<file path="config.mk">
export PLATFORM = sky130hd
export DESIGN_NAME = atw_top
export DESIGN_NICKNAME = d
export VERILOG_FILES = /design/src/rtl/atw_pkg.sv /design/src/rtl/atw_regs.sv /design/src/rtl/atw_bounds.sv /design/src/rtl/atw_xlate.sv /design/src/rtl/atw_top.sv
export SDC_FILE = /design/constraint.sdc
export NUM_CORES = 1
export LEC_CHECK = 0
export BUFFER_PORTS_ARGS = -buffer_cell sky130_fd_sc_hd__buf_2
export CORE_UTILIZATION = 35
export CTS_BUF_LIST = sky130_fd_sc_hd__clkbuf_2
export CTS_CLUSTER_DIAMETER = 30
export DETAILED_ROUTE_END_ITERATION = 6
export GPL_TIMING_DRIVEN = 0
export PLACE_DENSITY = 0.63
export SLEW_MARGIN = 0
export SYNTH_ARGS = -nofsm -noshare
export SYNTH_HDL_FRONTEND = slang
export SYNTH_SLANG_ARGS = --single-unit
</file>
<file path="constraint.sdc">
create_clock -name clk -period 3.8 [get_ports clk]
set_clock_uncertainty 0.2 [all_clocks]
set_input_delay 0.57 -clock clk [delete_from_list [all_inputs] [get_ports clk]]
set_output_delay 0.57 -clock clk [all_outputs]
set_load 0.03 [all_outputs]
</file>
<file path="src/rtl/atw_pkg.sv">
package atw_pkg;
    localparam int ADDR_W    = 64;
    localparam int REG_W     = 32;
    localparam int GRAN_BITS = 16;
    localparam int KIND_W    = 5;
    localparam int FUNC_W    = 3;
    localparam int IDX_W     = 3;
    localparam int NUM_WORDS = 6;
    localparam int KIND_LSB  = 0;
    localparam int FUNC_LSB  = 8;
    localparam int WIDE_BIT  = 29;
    localparam int EN_BIT    = 31;

    localparam logic [ADDR_W-1:0] GRAN_MASK = ADDR_W'((64'd1 << GRAN_BITS) - 64'd1);

    typedef enum logic [IDX_W-1:0] {
        IDX_BASE_LO = 3'd0,
        IDX_BASE_HI = 3'd1,
        IDX_LIM_LO  = 3'd2,
        IDX_LIM_HI  = 3'd3,
        IDX_TGT_LO  = 3'd4,
        IDX_TGT_HI  = 3'd5,
        IDX_CTRL    = 3'd6
    } word_idx_e;

    typedef struct packed {
        logic              enable;
        logic              wide;
        logic [FUNC_W-1:0] func;
        logic [KIND_W-1:0] kind;
    } ctrl_t;

    typedef struct packed {
        logic [REG_W-1:0] base_lo;
        logic [REG_W-1:0] base_hi;
        logic [REG_W-1:0] lim_lo;
        logic [REG_W-1:0] lim_hi;
        logic [REG_W-1:0] tgt_lo;
        logic [REG_W-1:0] tgt_hi;
        ctrl_t            ctrl;
    } win_cfg_t;

    typedef struct packed {
        logic [ADDR_W-1:0] first;
        logic [ADDR_W-1:0] last;
        logic [ADDR_W-1:0] dest;
    } win_bounds_t;

    function automatic ctrl_t decode_ctrl(input logic [REG_W-1:0] w);
        ctrl_t c;
        c.enable = w[EN_BIT];
        c.wide   = w[WIDE_BIT];
        c.func   = w[FUNC_LSB +: FUNC_W];
        c.kind   = w[KIND_LSB +: KIND_W];
        return c;
    endfunction

    function automatic logic [ADDR_W-1:0] gran_floor(input logic [ADDR_W-1:0] a);
        return a & ~GRAN_MASK;
    endfunction

    function automatic logic [ADDR_W-1:0] gran_ceil(input logic [ADDR_W-1:0] a);
        return a | GRAN_MASK;
    endfunction
endpackage

</file>
<file path="src/rtl/atw_regs.sv">
module atw_regs
    import atw_pkg::*;
(
    input  logic             clk,
    input  logic             rst,
    input  logic             cfg_we,
    input  logic [IDX_W-1:0] cfg_idx,
    input  logic [REG_W-1:0] cfg_wdata,
    output win_cfg_t         cfg_o
);
    logic [REG_W-1:0] word_q [NUM_WORDS];
    ctrl_t            ctrl_q;

    for (genvar i = 0; i < NUM_WORDS; i++) begin : g_word
        always_ff @(posedge clk) begin
            if (rst)
                word_q[i] <= '0;
            else if (cfg_we && cfg_idx == IDX_W'(i))
                word_q[i] <= cfg_wdata;
        end
    end

    always_ff @(posedge clk) begin
        if (rst)
            ctrl_q <= '0;
        else if (cfg_we && cfg_idx == IDX_CTRL)
            ctrl_q <= decode_ctrl(cfg_wdata);
    end

    always_comb begin
        cfg_o.base_lo = word_q[IDX_BASE_LO];
        cfg_o.base_hi = word_q[IDX_BASE_HI];
        cfg_o.lim_lo  = word_q[IDX_LIM_LO];
        cfg_o.lim_hi  = word_q[IDX_LIM_HI];
        cfg_o.tgt_lo  = word_q[IDX_TGT_LO];
        cfg_o.tgt_hi  = word_q[IDX_TGT_HI];
        cfg_o.ctrl    = ctrl_q;
    end

    // reset leaves the window disabled
    p_reset_disables_r9: assert property (@(posedge clk) rst |=> !cfg_o.ctrl.enable);

    // a written base word is visible on the next cycle
    p_base_write_lands_r8: assert property (@(posedge clk) disable iff (rst)
        (cfg_we && cfg_idx == IDX_BASE_LO) |=> cfg_o.base_lo == $past(cfg_wdata));
endmodule

</file>
<file path="src/rtl/atw_bounds.sv">
module atw_bounds
    import atw_pkg::*;
(
    input  win_cfg_t    cfg_i,
    output win_bounds_t bnd_o
);
    logic [REG_W-1:0] last_hi;

    always_comb begin
        last_hi      = cfg_i.ctrl.wide ? cfg_i.lim_hi : cfg_i.base_hi;
        bnd_o.first  = gran_floor({cfg_i.base_hi, cfg_i.base_lo});
        bnd_o.last   = gran_ceil({last_hi, cfg_i.lim_lo});
        bnd_o.dest   = gran_floor({cfg_i.tgt_hi, cfg_i.tgt_lo});
    end
endmodule

</file>
<file path="src/rtl/atw_xlate.sv">
module atw_xlate
    import atw_pkg::*;
(
    input  logic              clk,
    input  logic              rst,
    input  logic              in_valid,
    input  logic [ADDR_W-1:0] in_addr,
    input  win_bounds_t       bnd_i,
    input  ctrl_t             ctrl_i,
    output logic              out_valid,
    output logic              out_hit,
    output logic [ADDR_W-1:0] out_addr,
    output logic [KIND_W-1:0] out_kind,
    output logic [FUNC_W-1:0] out_func
);
    logic              hit_d;
    logic [ADDR_W-1:0] addr_d;

    always_comb begin
        hit_d  = ctrl_i.enable && (in_addr >= bnd_i.first) && (in_addr <= bnd_i.last);
        addr_d = hit_d ? bnd_i.dest + (in_addr - bnd_i.first) : in_addr;
    end

    always_ff @(posedge clk) begin
        if (rst) begin
            out_valid <= 1'b0;
            out_hit   <= 1'b0;
            out_addr  <= '0;
            out_kind  <= '0;
            out_func  <= '0;
        end else begin
            out_valid <= in_valid;
            out_hit   <= in_valid && hit_d;
            if (in_valid) begin
                out_addr <= addr_d;
                out_kind <= ctrl_i.kind;
                out_func <= ctrl_i.func;
            end
        end
    end

    // one-cycle strobe pipeline
    p_valid_follows_r7: assert property (@(posedge clk) disable iff (rst) in_valid |=> out_valid);
    p_idle_follows_r7:  assert property (@(posedge clk) disable iff (rst) !in_valid |=> !out_valid);
    p_hit_needs_valid_r7: assert property (@(posedge clk) disable iff (rst) out_hit |-> out_valid);
    // disabled window never hits
    p_disabled_miss_r4: assert property (@(posedge clk) disable iff (rst)
        (in_valid && !ctrl_i.enable) |=> !out_hit);
    // inverted window never hits
    p_inverted_miss_r4: assert property (@(posedge clk) disable iff (rst)
        (in_valid && bnd_i.last < bnd_i.first) |=> !out_hit);
    // a miss passes the address through
    p_miss_passthru_r5: assert property (@(posedge clk) disable iff (rst)
        (in_valid && !(ctrl_i.enable && in_addr >= bnd_i.first && in_addr <= bnd_i.last))
        |=> out_addr == $past(in_addr));
    // kind field follows the control word
    p_kind_follows_r6: assert property (@(posedge clk) disable iff (rst)
        in_valid |=> out_kind == $past(ctrl_i.kind));
endmodule

</file>
<file path="src/rtl/atw_top.sv">
module atw_top
    import atw_pkg::*;
(
    input  logic              clk,
    input  logic              rst,
    input  logic              cfg_we,
    input  logic [IDX_W-1:0]  cfg_idx,
    input  logic [REG_W-1:0]  cfg_wdata,
    input  logic              in_valid,
    input  logic [ADDR_W-1:0] in_addr,
    output logic              out_valid,
    output logic              out_hit,
    output logic [ADDR_W-1:0] out_addr,
    output logic [KIND_W-1:0] out_kind,
    output logic [FUNC_W-1:0] out_func
);
    win_cfg_t    cfg;
    win_bounds_t bnd;

    atw_regs u_regs (
        .clk       (clk),
        .rst       (rst),
        .cfg_we    (cfg_we),
        .cfg_idx   (cfg_idx),
        .cfg_wdata (cfg_wdata),
        .cfg_o     (cfg)
    );

    atw_bounds u_bounds (
        .cfg_i (cfg),
        .bnd_o (bnd)
    );

    atw_xlate u_xlate (
        .clk       (clk),
        .rst       (rst),
        .in_valid  (in_valid),
        .in_addr   (in_addr),
        .bnd_i     (bnd),
        .ctrl_i    (cfg.ctrl),
        .out_valid (out_valid),
        .out_hit   (out_hit),
        .out_addr  (out_addr),
        .out_kind  (out_kind),
        .out_func  (out_func)
    );
endmodule

</file>
======== After elaboration in Yosys (flattened, before gate mapping) ========
Memories as Yosys holds them, arrays and structs flattened.
Index checks and enable logic that the tools add are counted.
storage, ports and cells
  flip-flop bits (word level) ............. 84
  bits in writable memories ............... 192
  bits of input ports ..................... 103
  output and inout port bits .............. 74
  memories kept ........................... 1
memories
  memory         depth  bits a word  read ports  clocked after Yosys merged registers in  wr ports  RTL line        source
  u_regs.word_q  6      32           6           0                                        6         atw_regs.sv:11  logic [REG_W-1:0] word_q [NUM_WORDS];
cells by class
  $add $sub $neg .......................... 2
  order comparisons ....................... 2
  eq/ne operators ......................... 6
  mux-type cells .......................... 28
  bitwise gates (word level) .............. 6
  reduce and logical (&&, ||, !) cells .... 11
operator list
  operator                                                               count
  32-bit 2-to-1 mux                                                      7
  64-bit adder                                                           1
  64-bit greater-or-equal comparator                                     1
  64-bit less-or-equal comparator                                        1
  64-bit 2-to-1 mux                                                      1
  64-bit subtractor                                                      1
  1-bit 2-to-1 mux                                                       20
  1-bit logical AND                                                      10
  3-bit equality test, second input constant                             3
  3-bit by 2-bit equality test with 1-bit output, second input constant  2
  1-bit bitwise OR                                                       6
  3-bit by 1-bit equality test with 1-bit output, second input constant  1
  3-bit zero test                                                        1

======== Longest topological paths before layout ========
Gate-level depths: netlist of the first run.
  depth in word-level cells ............... 6
  depth in mapped cells ................... 16
  depth with buffers taken out ............ 14

======== Modules after synthesis ========
Synthesis of the first run repeated with hierarchy kept, for this count alone.
second synthesis, totals
  cell total of the unflattened synthesis .. 2411
  area, all modules ....................... 22429.0 µm²
by module, submodules not included
  module      instances  cells an instance  area each (µm²)
  atw_xlate   1          1696               12294.3
  atw_regs    1          517                8381.8
  atw_bounds  1          198                1752.9

======== Least setup slack after synthesis of the first run ========
OpenSTA, ideal clock, no wires.
  path kind ............................... input to register
  start ................................... input port in_addr[16]
  end ..................................... register u_xlate.out_addr[57]
  data arrival time ....................... 3.852 ns
  path slack .............................. -0.331 ns
  stages on the path ...................... 15
  buffers on the path ..................... 1
  cell sequence ........................... inv_1 -> fa_1 -> inv_1 -> ha_1 -> buf_2 -> and4b_1 -> nand2_1 -> nor4_1 -> a211oi_1 -> or4_1 -> a211o_1 -> a31oi_4 -> o211ai_2 -> mux2_4 -> a211oi_2
on the way
  longest elaborated chain between the ends .. 4
  elaborated cells on any way between the ends .. 7
  those cells by class .................... 2 x add/sub; 2 x order compare; 1 x mux; 2 x reduce/logical
ends and longest elaborated chain
  what                                                                       RTL line         source
  start, declared                                                            atw_top.sv:10    input logic [ADDR_W-1:0] in_addr,
  parallel branches: the longest is 3 deep, another holds 64-bit subtractor  --
  64-bit 2-to-1 mux (*)                                                      atw_xlate.sv:21  addr_d = hit_d ? bnd_i.dest + (in_addr - bnd_i.first) : in_addr;
  end signal, assigned                                                       atw_xlate.sv:35  out_addr <= addr_d;
  end, declared                                                              atw_xlate.sv:12  output logic [ADDR_W-1:0] out_addr,
Every way passes the cells marked *.
A chain may end at the register's enable or synchronous reset.

======== Worst setup path in the final report of the first run ========
  start ................................... register u_regs.ctrl_q (netlist bit u_regs.cfg_o[8])
  end ..................................... register u_xlate.out_addr[56]
on the way
  longest elaborated chain between the ends .. 4
ends and longest elaborated chain
  what                             RTL line          source
  start, declared                  atw_regs.sv:12    ctrl_t ctrl_q;
  start signal, assigned           atw_regs.sv:27    ctrl_q <= decode_ctrl(cfg_wdata);
  32-bit 2-to-1 mux                atw_bounds.sv:10  last_hi = cfg_i.ctrl.wide ? cfg_i.lim_hi : cfg_i.base_hi;
  64-bit less-or-equal comparator  atw_xlate.sv:20   hit_d = ctrl_i.enable && (in_addr >= bnd_i.first) && (in_addr <= bnd_i.last);
  1-bit logical AND                atw_xlate.sv:20
  64-bit 2-to-1 mux                atw_xlate.sv:21
Every way passes these cells.

==> results of run 1 <==
## worst paths after layout
check                    endpoint  cells past startpoint  slack [ps]
max reg2reg  u_xlate.out_addr[56]                     19        -340
max          u_xlate.out_addr[56]                     19        -340
min          u_regs.word_q[2][16]                      3         130
min reg2reg       u_regs.cfg_o[5]                      2         260
## layout make-up
class / count / area [um2] / share of cell area [%]
Buffer: 66 / 448 / 1.97
Inverter: 298 / 1130 / 4.99
Timing Repair Buffer: 366 / 2890 / 12.7
Tap cell: 615 / 769 / 3.39
Multi-Input combinational cell: 1296 / 10700 / 47.3
Sequential cell: 228 / 6010 / 26.4
Clock buffer: 100 / 500 / 2.20
Antenna cell: 5 / 12.5 / 0.0550
Clock inverter: 26 / 221 / 0.974
## metrics by stage
stage | total power, mW | setup TNS, ps
3_3_place_gp | 5.60 | -175740
5_1_grt | 8.84 | -20370
6_report | 8.39 | -10440
4_1_cts | 8.15 | -2410
2_1_floorplan | 4.83 | -267
3_5_place_dp | 5.65 | -138800
## per-layer routing
metal	GRT usage [%]	wire (um)
met1	29.9	25800
met2	39.3	28600
met3	4.89	4730
met4	11.0	2630
met5	0	13
## cell usage after synthesis, types with 17 or more instances
cell type and count:
nor3_1 31, dfxtp_1 84, nand3_1 30, o21ai_0 66
nand2_1 116, ha_1 172, a211oi_1 28, inv_1 296
a31oi_1 17, xor2_1 23, a21oi_1 133, fa_1 47
edfxtp_1 144, nor2_1 123, a21o_1 38, xnor2_1 29
and2_1 147, mux2i_1 79, clkbuf_1 63, o21bai_1 19
nand4_1 40
## worst max-delay path, cell delays in order, from the launching register on
cell        delay, ps
dfxtp_4           420
buf_12            140
buf_12            120
mux2i_2           210
ha_1              260
nand4_1           100
buf_4             180
nor2_1             60
a22oi_2           250
o211ai_1          200
a2111oi_1         370
o211ai_1          270
nor2_4            180
buf_6             130
buf_6              80
buf_6             110
clkinvlp_4        110
buf_8             170
a311o_1           300
a31oi_1           140
## power breakdown
part           switching (mW)  internal [mW]  leakage [nW]
Combinational            2.02           1.31          7.70
Sequential             0.0938           2.78          2.09
Clock                    1.19          0.987         0.516
## logic make-up (layout without fill, tap and decap cells)
family | count (synthesis) | count (layout)
and+or+nand+nor | 538 | 538
AOI/OAI and AO/OA | 401 | 401
buffers and inverters | 375 | 856
DFF | 228 | 228
adders and majority gates | 219 | 219
muxes | 86 | 86
xor gates and xnor gates | 52 | 52
other | 0 | 5
## flip-flops by register name, indices dropped and copies added, names as in the netlist
name               count
u_regs.word_q        144
u_regs.cfg_o          10
u_xlate.out_func       3
u_xlate.out_addr      64
u_xlate.out_valid      1
u_xlate.out_hit        1
u_xlate.out_kind       5
## repair_timing
| item | CTS | global route |
|---|---|---|
| resized for setup | 112 | 179 |
| cloned | 0 | 10 |
| endpoints found under the setup margin | 63 | 62 |
| setup buffers | 34 | 44 |
| hold buffers | 101 | 0 |
| pin swaps | 55 | 85 |
| endpoints found under the hold margin | 219 | 0 |
==> results_dict.tcl, run 1 <==
set metrics [dict create \
    ys_seq_area_share_pct 34.9 \
    cp-start-kind "register" \
    vias 15900 \
    final_util_pct 47.3 \
    synth_fa_ha_area_share_pct 18.0 \
    synth_top_family_by_area "adder cells" \
    endpoint_kind "register" \
    clk_pin_slew_worst_paths_ps 110 \
    dp.cells 2693 \
    grt_pass1_wl_mm 89.2 \
    setup_ws_ps -342 \
    clock_path_buffers 3 \
    wirelength_mm 61.8 \
    period_minus_slack_ps 4140 \
    dieArea_um2 50000 \
    synth_cell_types 77 \
    core-area_um2 48000 \
    syn_nets 2221 \
    crit_start "u_regs.cfg_o[8]" \
    powerDensity_nw_per_um2 369 \
    fill_cells 4547 \
    synth_compound_area_share_pct 15.3 \
    finalSetupViolCount 62 \
    drt_iter0_markers 1334 \
    slew_violations 0 \
    rsz0062_at_grt "yes" \
    hp-start "cfg_we" \
    ios 177 \
    rows 80 \
    die-height_um 224 \
    crit_fanout 5 \
    yosys-top-cells-area "edfxtp_1 25%, ha_1 13%, dfxtp_1 9.8%" \
    yosysTopAreaCellShare_pct 25.2 \
    yosys.area_share.xor_xnor_pct 2.65 \
    critPathArrivalTime_ps 4850 \
    fin_cells 3000 \
    die_x_um 224 \
    synth-edff-count 144 \
    vias_per_cell 5.30 \
    hpwl_mm 46.2 \
    yosys.area.top_type "edfxtp_1" \
    drv_cap 0 \
    outcome "complete, but fails checks" \
    synth-simple-area-share_pct 15.8 \
    areaGrowthSynthToFinish_pct 32.2 \
    p_leak_nw 10.3 \
    hold_path_class "input pin to register" \
    final_common_cell "inv_1" \
    final_cell_mix "288 x inv_1, 178 x buf_2, 163 x ha_1" \
    ys_ff_latch 228 \
    fin_nets 2647 \
    synth_cells 1899 \
    cts_root_buf "clkbuf_2" \
    grt_use_total_pct 23.8 \
    avgSynthCellArea_um2 9.05 \
    portBuffers 176 \
    r2r_start "u_regs.cfg_o[8]" \
    ys_warn_count 0 \
    grt_max_degree 33 \
    dp_slack_ps -2410 \
    fmax_mhz 241 \
    cts_sinks 228 \
    htree_levels 3 \
    grt_pass1_vias 15500 \
    design_area_um2 22700 \
    numCtsBuffers 69 \
    synth_flop_cell "edfxtp_1" \
    max-vdd-ir-drop_mv 0.240 \
    layout-drive-gt1-share_pct 23.7 \
    grt-ovfl-total 0 \
    postRouteAntennaNets 0 \
    crit_required_ps 4510 \
    wl_per_cell_um 20.6 \
    hold_slack_ps 131 \
    slew_headroom_pct 13.0 \
    finalHoldViolCount 0 \
    post-route-period-util_pct 109 \
    cts_tree "built" \
    violations "negative setup slack" \
    start_util_pct 35.8 \
    antenna_found_initial 7 \
    path_class "register to register" \
    clk-insertion-delay-late_ps 1030 \
    dpl_cell_area_um2 19000 \
    synth.area.mux_share_pct 5.08 \
    worst_pin_slew_ps 1290 \
    gp_congestion 0.967 \
    dr.pass1.iters 5 \
    synthArstFlopShare_pct 0 \
    drcViolationCount 0 \
    syn_area_um2 17200 \
]
Power figures use the tool's default switching activity.
==> run 2: changes to the inputs <==
CORE_UTILIZATION = 50   (was 35)
PLACE_DENSITY = 0.81   (was 0.63)
clock period = 3.6 ns   (was 3.8 ns; I/O delays follow)
==> run 2 against run 1 <==
Clock power barely moved. Final area fell by 0.88%. Highest routed layer unchanged. Critical path depth fell by 4. The run ends with max-capacitance violations, negative setup slack left.
==> results_dict.tcl, run 2 (synthesized netlist as in run 1, its figures left out) <==
set metrics [dict create \
    areaGrowthSynthToFinish_pct 31.1 \
    rows 67 \
    final_cell_mix "286 x inv_1, 176 x buf_2, 163 x ha_1" \
    crit_required_ps 4290 \
    drv_cap 1 \
    grt_pass1_wl_mm 91.5 \
    final_common_cell "inv_1" \
    multi_input_area_um2 10900 \
    clkPwrFrac_pct 24.4 \
    wirelength_mm 61.6 \
    crit_fanout 4 \
    cts_root_buf "clkbuf_2" \
    grt-ovfl-total 0 \
    clk-insertion-delay-late_ps 960 \
    endpoint_kind "register" \
    core-area_um2 33700 \
    die-height_um 187 \
    internal_power_mw 5.22 \
    outcome "complete, but fails checks" \
    combPwrFrac_pct 41.2 \
    fmax_mhz 240 \
    cp-start-kind "register" \
    finalHoldViolCount 0 \
    numCtsBuffers 70 \
    switching_power_mw 3.64 \
    htree_levels 3 \
    largest-register "u_regs.word_q" \
    grt_max_degree 33 \
    drt_iter0_markers 1593 \
    swShare_pct 41.1 \
    period_minus_slack_ps 4160 \
    wl_per_cell_um 21.8 \
    slew_violations 0 \
    setup_ws_ps -559 \
    vias_per_cell 5.86 \
    hpwl_mm 42.8 \
    finalSetupViolCount 63 \
    worst_pin_slew_ps 1470 \
    fin_nets 2644 \
    start_util_pct 51.0 \
    final-seq-area_um2 6010 \
    post-route-period-util_pct 116 \
    fill_cells 2585 \
    dieArea_um2 35100 \
    dp.cells 2525 \
    drcViolationCount 0 \
    slew_headroom_pct 1.02 \
    cts_tree "built" \
    path_class "register to register" \
    dr.pass1.iters 6 \
    fin_cells 2830 \
    clk_pin_slew_worst_paths_ps 120 \
    layout-drive-gt1-share_pct 24.8 \
    cts_sinks 228 \
    critPathArrivalTime_ps 4850 \
    p_leak_nw 10.3 \
    ios 177 \
    powerDensity_nw_per_um2 393 \
    antenna_found_initial 5 \
    rsz0062_at_grt "yes" \
    largest_reg_flops 144 \
    postRouteAntennaNets 0 \
    violations "max-capacitance violations, negative setup slack" \
    vias 16600 \
    gp_congestion 0.979 \
    grt_use_total_pct 34.2 \
    seq_power_share_pct 34.4 \
    max-vdd-ir-drop_mv 0.277 \
    die_x_um 187 \
    portBuffers 176 \
    clock_path_buffers 3 \
    p_total_mw 8.86 \
    hold_path_class "input pin to register" \
    grt_pass1_vias 16700 \
]
run 2: changes by cell type in the layout (fill, tap and decap cells not counted), sizes merged:
cell,change
clkbuf,+4
bufinv,-3
clkinvlp,-3
buf,-2
diode,-2
inv,+2
clkinv,+1
run 2: per-stage QoR:
| stage | setup TNS, ps | cell area (um2) | utilization [%] | setup WS [ps] | hold WS [ps] |
|---|---|---|---|---|---|
| 2_1_floorplan | -1350 | 17300 | - | -300 | 236 |
| 3_3_place_gp | -155660 | 18800 | 55.7 | -1970 | 243 |
| 3_5_place_dp | -124080 | 18900 | 56.0 | -2120 | 251 |
| 4_1_cts | -9730 | 21800 | 64.8 | -513 | 111 |
| 5_1_grt | -25050 | 22500 | 66.8 | -601 | 186 |
| 6_report | -19530 | 22500 | 66.9 | -559 | 186 |
run 2: critical path: stages, from the launching register on:
cell,delay [ps]
edfxtp_1,390
inv_2,50
fa_1,550
inv_2,50
ha_4,290
nand4b_1,170
buf_4,190
o22a_1,160
a31oi_2,210
a211oi_2,80
or4_4,490
a211o_4,380
a31oi_4,260
o211ai_2,110
mux2_4,320
a211oi_2,170
run 2: worst paths after layout:
kind | startpoint | endpoint | slack (ps) | cells after the start
worst max-delay path | u_regs.word_q[2][16] | u_xlate.out_addr[57] | -560 | 15
worst min-delay path | in_addr[4] | u_xlate.out_addr[4] | 190 | 6
worst max register to register | u_regs.word_q[2][16] | u_xlate.out_addr[57] | -560 | 15
worst min register to register | u_regs.cfg_o[7] | u_regs.cfg_o[7] | 260 | 2
run 2: power by group through the flow:
stage                     logic, mW  clock network, mW  registers [mW]
final                          3.65               2.16            3.05
after global routing           3.92               2.30            3.06
after CTS                      3.33               2.15            3.04
after detailed placement       2.87                  0            3.10
after global placement         2.80                  0            3.09
after floorplan                1.96                  0            3.16
run 2: layout make-up:
cell class | instances | area share, %
diodes | 3 | 0.0333
plain buffers | 64 | 1.84
clock buffers | 106 | 2.35
clock inverters | 23 | 0.561
inverters | 298 | 5.08
multi-input cells | 1296 | 48.3
flip-flops and latches | 228 | 26.7
well taps | 448 | 2.49
repair buffers | 364 | 12.7
run 2: repair_timing:
action	in CTS	in global routing
buffers inserted	61	24
endpoints found under the hold margin	219	0
hold buffers	101	0
gates cloned	4	3
pin swaps	80	72
setup endpoints to repair	63	63
gates resized for setup	159	156
run 2: routing by layer:
| metal | up-vias | wire (um) | GRT usage (%) |
|---|---|---|---|
| met5 | - | 13 | 0 |
| met4 | 2 | 3910 | 20.7 |
| met3 | 293 | 7060 | 9.19 |
| met2 | 1066 | 27800 | 54.5 |
| met1 | 7788 | 22900 | 41.4 |
| li1 | 7441 | - | - |
